--- config.mk ---
export PLATFORM = sky130hd
export DESIGN_NAME = ham31_codec
export DESIGN_NICKNAME = d
export VERILOG_FILES = /design/src/rtl/ham_pkg.sv /design/src/rtl/ham_encode.sv /design/src/rtl/ham_syndrome.sv /design/src/rtl/ham_enc_stage.sv /design/src/rtl/ham_chk_stage.sv /design/src/rtl/ham31_codec.sv
export SDC_FILE = /design/constraint.sdc
export NUM_CORES = 1
export LEC_CHECK = 0
export CAP_MARGIN = 15
export CORE_MARGIN = 2
export CORE_UTILIZATION = 47
export DETAILED_ROUTE_END_ITERATION = 8
export DONT_BUFFER_PORTS = 1
export HOLD_SLACK_MARGIN = 0.02
export PLACE_DENSITY = 0.67
export SLEW_MARGIN = 20
export SYNTH_ARGS = -nofsm -noshare
export SYNTH_HDL_FRONTEND = slang
export SYNTH_SLANG_ARGS = --single-unit
--- constraint.sdc ---
create_clock -name clk_i -period 0.9 [get_ports clk_i]
set_clock_uncertainty 0.05 [all_clocks]
set_input_delay 0.135 -clock clk_i [delete_from_list [all_inputs] [get_ports clk_i]]
set_output_delay 0.135 -clock clk_i [all_outputs]
set_load 0.03 [all_outputs]
--- src/rtl/ham_pkg.sv ---
package ham_pkg;
  localparam int unsigned MAX_W = 64;

  // Positions (1-based) covered by check group k
  function automatic logic [MAX_W-1:0] group_mask(input int unsigned k, input int unsigned code_w);
    logic [MAX_W-1:0] m;
    m = '0;
    for (int unsigned p = 1; p <= code_w; p++)
      if (((p >> k) & 1) == 1) m[p-1] = 1'b1;
    return m;
  endfunction

  // 1-based position of data bit idx; data fills non-power-of-two slots ascending
  function automatic int unsigned data_pos(input int unsigned idx, input int unsigned code_w);
    int unsigned cnt;
    int unsigned res;
    cnt = 0;
    res = 0;
    for (int unsigned p = 1; p <= code_w; p++) begin
      if ((p & (p - 1)) != 0) begin
        if (cnt == idx) res = p;
        cnt++;
      end
    end
    return res;
  endfunction
endpackage

--- src/rtl/ham_encode.sv ---
module ham_encode #(
  parameter int unsigned PAR_W = 5,
  localparam int unsigned CODE_W = (1 << PAR_W) - 1,
  localparam int unsigned DATA_W = CODE_W - PAR_W
) (
  input  logic [DATA_W-1:0] data_i,
  output logic [CODE_W-1:0] code_o
);
  logic [CODE_W-1:0] spread;

  for (genvar i = 0; i < DATA_W; i++) begin : g_scatter
    localparam int unsigned POS = ham_pkg::data_pos(i, CODE_W);
    assign spread[POS-1] = data_i[i];
  end

  for (genvar b = 0; b < CODE_W; b++) begin : g_out
    if (((b + 1) & b) == 0) begin : g_par
      localparam int unsigned K = $clog2(b + 1);
      localparam logic [CODE_W-1:0] MASK = CODE_W'(ham_pkg::group_mask(K, CODE_W));
      assign spread[b] = 1'b0;
      assign code_o[b] = ^(spread & MASK);
    end else begin : g_dat
      assign code_o[b] = spread[b];
    end
  end
endmodule

--- src/rtl/ham_syndrome.sv ---
module ham_syndrome #(
  parameter int unsigned PAR_W = 5,
  localparam int unsigned CODE_W = (1 << PAR_W) - 1
) (
  input  logic [CODE_W-1:0] code_i,
  output logic [PAR_W-1:0]  syn_o
);
  for (genvar k = 0; k < PAR_W; k++) begin : g_grp
    localparam logic [CODE_W-1:0] MASK = CODE_W'(ham_pkg::group_mask(k, CODE_W));
    assign syn_o[k] = ^(code_i & MASK);
  end
endmodule

--- src/rtl/ham_enc_stage.sv ---
module ham_enc_stage #(
  parameter int unsigned PAR_W = 5,
  localparam int unsigned CODE_W = (1 << PAR_W) - 1,
  localparam int unsigned DATA_W = CODE_W - PAR_W
) (
  input  logic              clk_i,
  input  logic              rst_ni,
  input  logic [DATA_W-1:0] data_i,
  input  logic              valid_i,
  output logic [CODE_W-1:0] code_o,
  output logic              valid_o
);
  logic [CODE_W-1:0] code_d;

  ham_encode #(.PAR_W(PAR_W)) u_encode (.data_i(data_i), .code_o(code_d));

  always_ff @(posedge clk_i or negedge rst_ni) begin
    if (!rst_ni) begin
      code_o  <= '0;
      valid_o <= 1'b0;
    end else begin
      valid_o <= valid_i;
      if (valid_i) code_o <= code_d;
    end
  end

  // Registered codeword must satisfy every group
  logic [PAR_W-1:0] out_syn;
  ham_syndrome #(.PAR_W(PAR_W)) u_out_syn (.code_i(code_o), .syn_o(out_syn));

  p_code_even_r2: assert property (@(posedge clk_i) disable iff (!rst_ni)
    valid_o |-> out_syn == '0);
  p_enc_latency_r4: assert property (@(posedge clk_i) disable iff (!rst_ni)
    $past(rst_ni) |-> valid_o == $past(valid_i));
  p_enc_hold_r4: assert property (@(posedge clk_i) disable iff (!rst_ni)
    !valid_i |=> $stable(code_o));
endmodule

--- src/rtl/ham_chk_stage.sv ---
module ham_chk_stage #(
  parameter int unsigned PAR_W = 5,
  localparam int unsigned CODE_W = (1 << PAR_W) - 1,
  localparam int unsigned DATA_W = CODE_W - PAR_W
) (
  input  logic              clk_i,
  input  logic              rst_ni,
  input  logic [CODE_W-1:0] code_i,
  input  logic              valid_i,
  output logic [DATA_W-1:0] data_o,
  output logic [PAR_W-1:0]  syn_o,
  output logic              valid_o,
  output logic              fixed_o
);
  logic [PAR_W-1:0]  syn_d;
  logic [CODE_W-1:0] flip;
  logic [CODE_W-1:0] fixed_code;
  logic [DATA_W-1:0] data_d;

  ham_syndrome #(.PAR_W(PAR_W)) u_syn (.code_i(code_i), .syn_o(syn_d));

  // Nonzero syndrome is the 1-based position to invert
  assign flip       = (syn_d != '0) ? (CODE_W'(1) << (syn_d - PAR_W'(1))) : '0;
  assign fixed_code = code_i ^ flip;

  for (genvar i = 0; i < DATA_W; i++) begin : g_gather
    localparam int unsigned POS = ham_pkg::data_pos(i, CODE_W);
    assign data_d[i] = fixed_code[POS-1];
  end

  always_ff @(posedge clk_i or negedge rst_ni) begin
    if (!rst_ni) begin
      data_o  <= '0;
      syn_o   <= '0;
      valid_o <= 1'b0;
      fixed_o <= 1'b0;
    end else begin
      valid_o <= valid_i;
      fixed_o <= valid_i && (syn_d != '0);
      if (valid_i) begin
        data_o <= data_d;
        syn_o  <= syn_d;
      end
    end
  end

  p_chk_latency_r9: assert property (@(posedge clk_i) disable iff (!rst_ni)
    $past(rst_ni) |-> valid_o == $past(valid_i));
  p_fix_needs_valid_r9: assert property (@(posedge clk_i) disable iff (!rst_ni)
    fixed_o |-> valid_o);
  p_fix_one_hot_r7: assert property (@(posedge clk_i) disable iff (!rst_ni)
    $onehot0(flip));
  p_chk_hold_r9: assert property (@(posedge clk_i) disable iff (!rst_ni)
    !valid_i |=> $stable(data_o) && $stable(syn_o));
endmodule

--- src/rtl/ham31_codec.sv ---
module ham31_codec #(
  parameter int unsigned PAR_W = 5,
  localparam int unsigned CODE_W = (1 << PAR_W) - 1,
  localparam int unsigned DATA_W = CODE_W - PAR_W
) (
  input  logic              clk_i,
  input  logic              rst_ni,
  input  logic [DATA_W-1:0] data_i,
  input  logic              data_valid_i,
  output logic [CODE_W-1:0] code_o,
  output logic              code_valid_o,
  input  logic [CODE_W-1:0] rx_code_i,
  input  logic              rx_valid_i,
  output logic [DATA_W-1:0] rx_data_o,
  output logic [PAR_W-1:0]  rx_syndrome_o,
  output logic              rx_valid_o,
  output logic              err_fixed_o
);
  ham_enc_stage #(.PAR_W(PAR_W)) u_enc (
    .clk_i  (clk_i),
    .rst_ni (rst_ni),
    .data_i (data_i),
    .valid_i(data_valid_i),
    .code_o (code_o),
    .valid_o(code_valid_o)
  );

  ham_chk_stage #(.PAR_W(PAR_W)) u_chk (
    .clk_i  (clk_i),
    .rst_ni (rst_ni),
    .code_i (rx_code_i),
    .valid_i(rx_valid_i),
    .data_o (rx_data_o),
    .syn_o  (rx_syndrome_o),
    .valid_o(rx_valid_o),
    .fixed_o(err_fixed_o)
  );

  p_reset_quiet_r5: assert property (@(posedge clk_i)
    !rst_ni |-> !code_valid_o && !rx_valid_o && !err_fixed_o);
endmodule

==> results of run 1 <==
==> worst paths after layout <==
check / start / endpoint / slack [ns] / depth (start not counted)
max in group asynchronous: rst_ni / u_enc.code_o[26] / 1.26 / 0
setup reg to reg: u_chk.syn_o[3] / u_chk.syn_o[3] / -0.13 / 4
min in group clk_i: data_valid_i / u_enc.valid_o / -0.25 / 0
setup / recovery: rx_code_i[20] / u_chk.data_o[18] / -1.14 / 9
hold reg to reg: u_enc.code_o[23] / u_enc.code_o[23] / 0.49 / 1
hold / removal: rst_ni / u_chk.data_o[10] / -0.59 / 0
==> per-layer routing <==
metal / GRT usage (%) / up-vias / share of wire (%)
met5: 0 / - / 0
met4: 9.29 / 0 / 3.4
met3: 6.40 / 39 / 5.4
met2: 52.4 / 141 / 56
met1: 31.8 / 1804 / 35
li1: - / 1501 / -
==> kinds of logic (layout without fill, tap and decap cells) <==
logic type,count (synthesis),count (layout),synth area share (%)
AO/OA/AOI/OAI,59,59,12.9
flip-flops,65,65,41.2
buffers and inverters,17,185,1.84
AND/OR/NAND/NOR,39,39,4.47
multiplexers,31,31,8.84
XOR/XNOR,128,128,30.8
==> cell type report <==
type | instances | area (sq um)
clock buffers | 11 | 141
clock inverters | 5 | 55.1
fillers | 244 | 693
inverters | 1 | 3.75
multi-input cells | 257 | 3650
flip-flops and latches | 65 | 1660
well taps | 105 | 131
repair buffers | 168 | 1840
==> power breakdown <==
part / leakage (nW) / total, mW / switching (mW) / internal, mW
logic: 2.03 / 15.6 / 8.03 / 7.54
clock network: 0.0953 / 2.62 / 1.27 / 1.35
registers: 0.713 / 4.18 / 0.617 / 3.57
==> placed cells by master, fill, tap and decap left out, types with 2 or more instances in the layout <==
cell            n
nand3_4         5
a2111oi_4      25
buf_12         19
clkinv_2        2
buf_16          2
xor2_1          7
mux2_2         24
xnor2_4        25
xnor3_2         2
xor2_2          3
mux2_4          7
buf_6          62
a21oi_1        27
dlygate4sd3_1  27
xnor2_1        44
clkinvlp_4      2
xnor2_2        34
buf_4          58
a21oi_2         4
dfrtp_2        29
nor2_1         31
dfrtp_1        36
clkbuf_8       10
xor2_4         12
nand3_2         3
==> through the flow <==
stage | utilization [%] | hold WS (ns) | cells | worst slack, ns
3_5_place_dp | 68.4 | -0.209 | 521 | -1.52
6_report | 91.5 | -0.590 | 612 | -1.14
5_1_grt | 91.5 | -0.601 | 612 | -1.23
2_1_floorplan | - | -0.211 | 339 | -1.26
3_3_place_gp | 68.4 | -0.209 | 521 | -1.49
4_1_cts | 84.4 | -0.588 | 584 | -0.938
==> cells in the mapped netlist <==
| library cell | number |
|---|---|
| a2111oi_0 | 3 |
| a2111oi_1 | 6 |
| a2111oi_2 | 17 |
| a21oi_1 | 32 |
| a31oi_1 | 1 |
| buf_1 | 4 |
| buf_2 | 3 |
| buf_4 | 1 |
| clkbuf_1 | 7 |
| clkbuf_2 | 1 |
| dfrtp_1 | 65 |
| inv_1 | 1 |
| mux2_2 | 31 |
| nand3_1 | 4 |
| nand3_2 | 4 |
| nor2_1 | 31 |
| xnor2_1 | 96 |
| xnor2_2 | 7 |
| xnor3_1 | 2 |
| xnor3_2 | 1 |
| xor2_1 | 22 |
==> worst register-to-register path, stage by stage, from the launching register on <==
cell	delay (ns)
dfrtp_1	0.41
buf_4	0.15
buf_4	0.13
nor2_1	0.11
a21oi_1	0.07
==> state kept, by name (all words and copies together), names as in the netlist <==
signal	flops
u_chk.syn_o	5
u_enc.valid_o	1
u_enc.code_o	31
u_chk.valid_o	1
u_chk.fixed_o	1
u_chk.data_o	26
==> timing repair <==
item | 4_1_cts | 5_1_grt
hold endpoints to repair | 130 | 129
endpoints found under the setup margin | 102 | 102
pin swaps | 21 | 37
setup buffers | 18 | 30
gates cloned | 2 | 0
gates resized for setup | 111 | 48
==> results.md, run 1 <==
* Final Hold Vio Count at roughly 130
* Initial antenna violation count at 0
* Most used cell, CP: xnor2_4
* CTS tree: yes
* Crit path capture type: register
* Fmax at roughly 490 MHz
* Die X at 95.7 um
* Final Routed Wirelength at between 15 and 20 mm
* RSZ-0062 raised after global routing: yes
* CP top delay family: XOR/XNOR gates
* Cell count after synthesis at 339
* Crit Path Class: primary input to register
* I/O Buffers at 0
* Yosys cell types at 21
* Hold slack at -0.590 ns
* Worst Tran Pin Value at 0.658 ns
* P_leak at between 2 and 3 nW
* Syn nets at 400
* H-tree depth at 3
* Crit path largest cell delay at between 0.5 and 0.6 ns
* Max cap viols at 0
* Gr ovfl total at 0
* Vias at between 3000 and 4000
* Fin crit share at 227%
* Critical Path Start Type: primary input
* CP required at ~1.1 ns
* DIE HEIGHT at 95.7 um
* Num CTS Buffers at 9
* Via-per-instance ratio at 5.69
* Post-CTS Hold Buffers at 27
* Drc violations at 0
* GRT Total Usage at 28.3%
* Area of the core at 0.00818 sq mm
* Buffers and inverters on the worst path at 2
* FF+latch count, synth at 65
* Fin. max-slew vios at 0
* Slew HR at a little under three fifths
* Dpl cell area at 0.00559 sq mm
* Post-Syn Area at 0.00395 sq mm
* Endpoints failing setup at 107
* YS warnings at 0
* Synth top area share at 41.2%
* Remaining antenna violation count at 0
* Crit path DAT at 2.25 ns
* Drt first pass iters at 4
* Vias in the first global route at 3471
* Tot Pwr at approximately 22 mW
* Min-Delay Path Class: primary input to async pin
* Worst path slowest cell: xnor2_1
* Final worst setup slack at -1.14 ns
* Clk sinks at 65
* CTS max path bufs at 2
* Drt initial violations at 182
* Synth area leaders: dfrtp_1 41%, xnor2_1 21%, mux2_2 8.8%
* Peak supply drop at 2420 uV
* Initial Utilization at 48.3%
* Skew-Pair Late Insertion Delay at 0.35 ns
* Pwr/cell area at 2990 mW/mm^2
* Layout net count at 563
* Final Critical Period at between 2 and 2.5 ns
* CP cell instances: xnor2_4, xnor2_4, buf_12, xnor2_4, xnor2_1, buf_4, a2111oi_4, xnor2_1, a21oi_1
* Antenna cells at 0
* Outcome: finished, violations left
* Area leader, netlist: dfrtp_1
* Final instance area at 0.00748 sq mm
* Post-DP HPWL at roughly 7.4 mm
* Synth-to-layout area growth at 89.5%
* Pin count of the biggest net entering global routing at 66
* Failing checks: negative hold slack, negative setup slack
* Root buf cell: clkbuf_8
* WL per Instance at 25.4 um
* Layout cells sized above 1 at roughly two thirds
* Std cell rows at 33
* Worst-path clk slew at about 0.090 ns
* TNS Setup at -44.09 ns
* Syn Area/Cell at between 10 and 15 sq um
* GP Congestion at 0.843
* Die ar. at 0.00915 sq mm
* Crit-path max FO at 7
* First-pass GRT wire length at 19.1 mm
* Sequential element share of the synthesized area at a little over 40%
* Top Ports at 126
Power figures use the tool's default switching activity.
==> run 2: changes to the inputs <==
--- a/config.mk
+++ b/config.mk
@@ -11,8 +11,9 @@
 export DETAILED_ROUTE_END_ITERATION = 8
 export DONT_BUFFER_PORTS = 1
 export HOLD_SLACK_MARGIN = 0.02
-export PLACE_DENSITY = 0.67
+export PLACE_DENSITY = 0.69
 export SLEW_MARGIN = 20
 export SYNTH_ARGS = -nofsm -noshare
 export SYNTH_HDL_FRONTEND = slang
 export SYNTH_SLANG_ARGS = --single-unit
+export TNS_END_PERCENT = 20
==> constraint.sdc (replaced) <==
create_clock -name clk_i -period 1.8 [get_ports clk_i]
set_clock_uncertainty 0.05 [all_clocks]
set_input_delay 0.27 -clock clk_i [delete_from_list [all_inputs] [get_ports clk_i]]
set_output_delay 0.27 -clock clk_i [all_outputs]
set_load 0.03 [all_outputs]
==> run 2 against run 1 <==
Compared with the run above:
- non-clock buffer count is 109 lower
- global-route usage decreased by 6.5 points
- die area unchanged
- highest routed layer unchanged
- the flow still finishes with violations (negative hold slack, negative setup slack)
==> results.md, run 2 (synthesis gave the netlist of run 1 again) <==
* Power share of the clock group at 15.5% (was 11.7%)
* Synth-to-layout area growth at 37.6% (was 89.5%)
* Endpoints failing setup at 26 (was 107)
* Num CTS Buffers at 9 (unchanged)
* RSZ-0062 raised after global routing: yes (unchanged)
* WL per Instance at 20.0 um (was 25.4 um)
* Fin crit share at 114%
* Initial Utilization at 48.3% (unchanged)
* Initial antenna violation count at 0 (unchanged)
* Vias at 2763 (was 3485)
* Std cell rows at 33 (unchanged)
* Switch share at 44.3% (about the same)
* Critical path origin: rx_code_i[18] (was rx_code_i[20])
* Fin. max-slew vios at 0 (unchanged)
* Die ar. at 0.00915 sq mm (unchanged)
* CTS max path bufs at 2 (unchanged)
* Tot Pwr at 8.93 mW (was 22.4 mW)
* Fmax at 486 MHz
* Met1 Usage GRT at 22.3% (was 31.8%)
* Pwr/cell area at 1640 mW/mm^2 (was 2990 mW/mm^2)
* Failing checks: negative hold slack, negative setup slack (unchanged)
* Drt initial violations at 48 (was 182)
* Gr ovfl total at 0 (unchanged)
* Worst path slowest cell: xnor3_2 (was xnor2_1)
* Top Ports at 126 (unchanged)
* Internal at 4.98 mW (was 12.4 mW)
* Area of the core at 0.00818 sq mm (unchanged)
* Crit path DAT at 2.24 ns (was 2.25 ns)
* GP Congestion at 0.853 (was 0.843)
* Skew-Pair Late Insertion Delay at 0.34 ns (was 0.35 ns)
* Final worst setup slack at -0.259 ns (was -1.14 ns)
* Most frequent cells in the layout: 81 x xnor2_1, 65 x dfrtp_1, 37 x buf_4 (was 62 x buf_6, 58 x buf_4, 44 x xnor2_1)
* Final Hold Vio Count at 97 (was 129)
* Met3 Track Usage GR at 6.64% (was 6.40%)
* Critical R2R Launch: u_enc.code_o[14] (was u_chk.syn_o[3])
* Critical Path Start Type: primary input (unchanged)
* Commonest non-fill, non-tap cell in the layout: xnor2_1 (was buf_6)
* Drc violations at 0 (unchanged)
* Drt first pass iters at 4 (unchanged)
* CP cell instances: xnor3_2, xnor2_2, xnor3_2, buf_12, xor2_4, buf_12, a2111oi_4, xnor2_1, a21oi_1 (was xnor2_4, xnor2_4, buf_12, xnor2_4, xnor2_1, buf_4, a2111oi_4, xnor2_1, a21oi_1)
* Most flop-heavy register: u_enc.code_o (unchanged)
* I/O Buffers at 0 (unchanged)
* Sw Pwr at 3.95 mW (was 9.92 mW)
* Most Crowded Layer GR: met2 (unchanged)
* CP top delay family: XOR/XNOR gates (unchanged)
* First-pass GRT wire length at 15.0 mm (was 19.1 mm)
* Reg2reg path depth at 1 (was 4)
* Clk sinks at 65 (unchanged)
* Crit Path Class: primary input to register (unchanged)
* Root buf cell: clkbuf_8 (unchanged)
* Crit path capture type: register (unchanged)
* Buffers and inverters on the worst path at 2 (unchanged)
* Reg power frac at 29.3% (was 18.7%)
* Comb power frac at 55.2% (was 69.6%)
* CP required at 1.98 ns (was 1.11 ns)
* Antenna cells at 0 (unchanged)
* Outcome: finished, violations left (unchanged)
* Layout cells sized above 1 at 41.1% (was 65.5%)
* Layout net count at 454 (was 563)
* Hold slack at -0.438 ns (was -0.590 ns)
* R2R Setup Slk at 0.82 ns (was -0.13 ns)
* Crit-path max FO at 7 (unchanged)
* Final Routed Wirelength at 10.1 mm (was 15.5 mm)
* Reg-to-reg endpoint: u_enc.code_o[14] (was u_chk.syn_o[3])
* Pin count of the biggest net entering global routing at 66 (unchanged)
* Crit path largest cell delay at 0.44 ns (was 0.57 ns)
* Worst Tran Pin Value at 0.444 ns (was 0.658 ns)
* DIE HEIGHT at 95.7 um (unchanged)
* Peak supply drop at 920 uV (was 2420 uV)
* Remaining antenna violation count at 0 (unchanged)
* Post-CTS Hold Buffers at 4 (was 27)
* Worst-path clk slew at 0.08 ns (was 0.09 ns)
* Post-DP HPWL at 6.93 mm (was 7.41 mm)
* CTS tree: yes (unchanged)
* Top Registers: u_enc.code_o (31), u_chk.data_o (26), u_chk.syn_o (5) (unchanged)
* GRT Total Usage at 21.8% (was 28.3%)
* Slew HR at 70.3% (was 55.8%)
* H-tree depth at 3 (unchanged)
* Die X at 95.7 um (unchanged)
* Grt met2 use at 40.3% (was 52.4%)
* Vias in the first global route at 2981 (was 3471)
* Max cap viols at 0 (unchanged)
* Min-Delay Path Class: primary input to async pin (unchanged)
* Layout Utilization at 66.5% (was 91.5%)
* Via-per-instance ratio at 5.50 (was 5.69)
* Final Critical Period at between 2 and 2.5 ns
* Post-Place Setup Slack at -0.742 ns (was -1.52 ns)
* P_leak at 1.96 nW (was 2.84 nW)
* Max FFs per register at 31 (unchanged)
run 2: layout make-up:
| class | count | area (sq um) |
|---|---|---|
| timing repair buffer | 59 | 631 |
| fill | 620 | 2740 |
| multi-input combinational | 257 | 2830 |
| clock buffer | 12 | 145 |
| clock inverter | 3 | 65.1 |
| tap | 105 | 131 |
| sequential | 65 | 1630 |
| inverter | 1 | 3.75 |
run 2: power groups by stage:
stage / Sequential (mW) / Combinational [mW] / Clock, mW
6_report: 2.62 / 4.93 / 1.38
5_1_grt: 2.67 / 5.20 / 1.48
4_1_cts: 2.63 / 4.42 / 1.41
3_5_place_dp: 2.65 / 3.76 / 0
3_3_place_gp: 2.64 / 3.69 / 0
2_1_floorplan: 2.57 / 2.51 / 0
run 2: worst max path at each step:
| stage | endpoint | slack [ns] | cells past startpoint |
|---|---|---|---|
| floorplan | u_chk.data_o[11] | -0.49 | 8 |
| global placement | u_chk.data_o[6] | -0.75 | 9 |
| detailed placement | u_chk.data_o[1] | -0.74 | 9 |
| CTS | u_chk.data_o[1] | -0.22 | 9 |
| global route | u_chk.data_o[1] | -0.35 | 9 |
| finish | u_chk.data_o[11] | -0.26 | 9 |
run 2: metrics by stage:
step / cell area, sq um / TNS (ns) / cells / hold WS (ns)
3_3_place_gp: 4670 / -16.38 / 471 / -0.0743
6_report: 5440 / -5.21 / 502 / -0.438
4_1_cts: 5240 / -4.49 / 494 / -0.447
3_5_place_dp: 4670 / -16.91 / 471 / -0.0742
5_1_grt: 5440 / -7.00 / 502 / -0.460
2_1_floorplan: 4170 / -13.52 / 339 / -0.0756
run 2: layer usage:
layer,share of wire (%),vias to the layer above
met5,0,-
met2,54,113
met4,3.0,0
met3,8.3,21
li1,-,1270
met1,35,1359
run 2: timing repair:
action                                  CTS  global route
endpoints found under the setup margin   26            27
endpoints found under the hold margin   101            97
buffers inserted                          5             7
gates cloned                              0             1
resized for setup                        37            15
pin swaps                                20            10
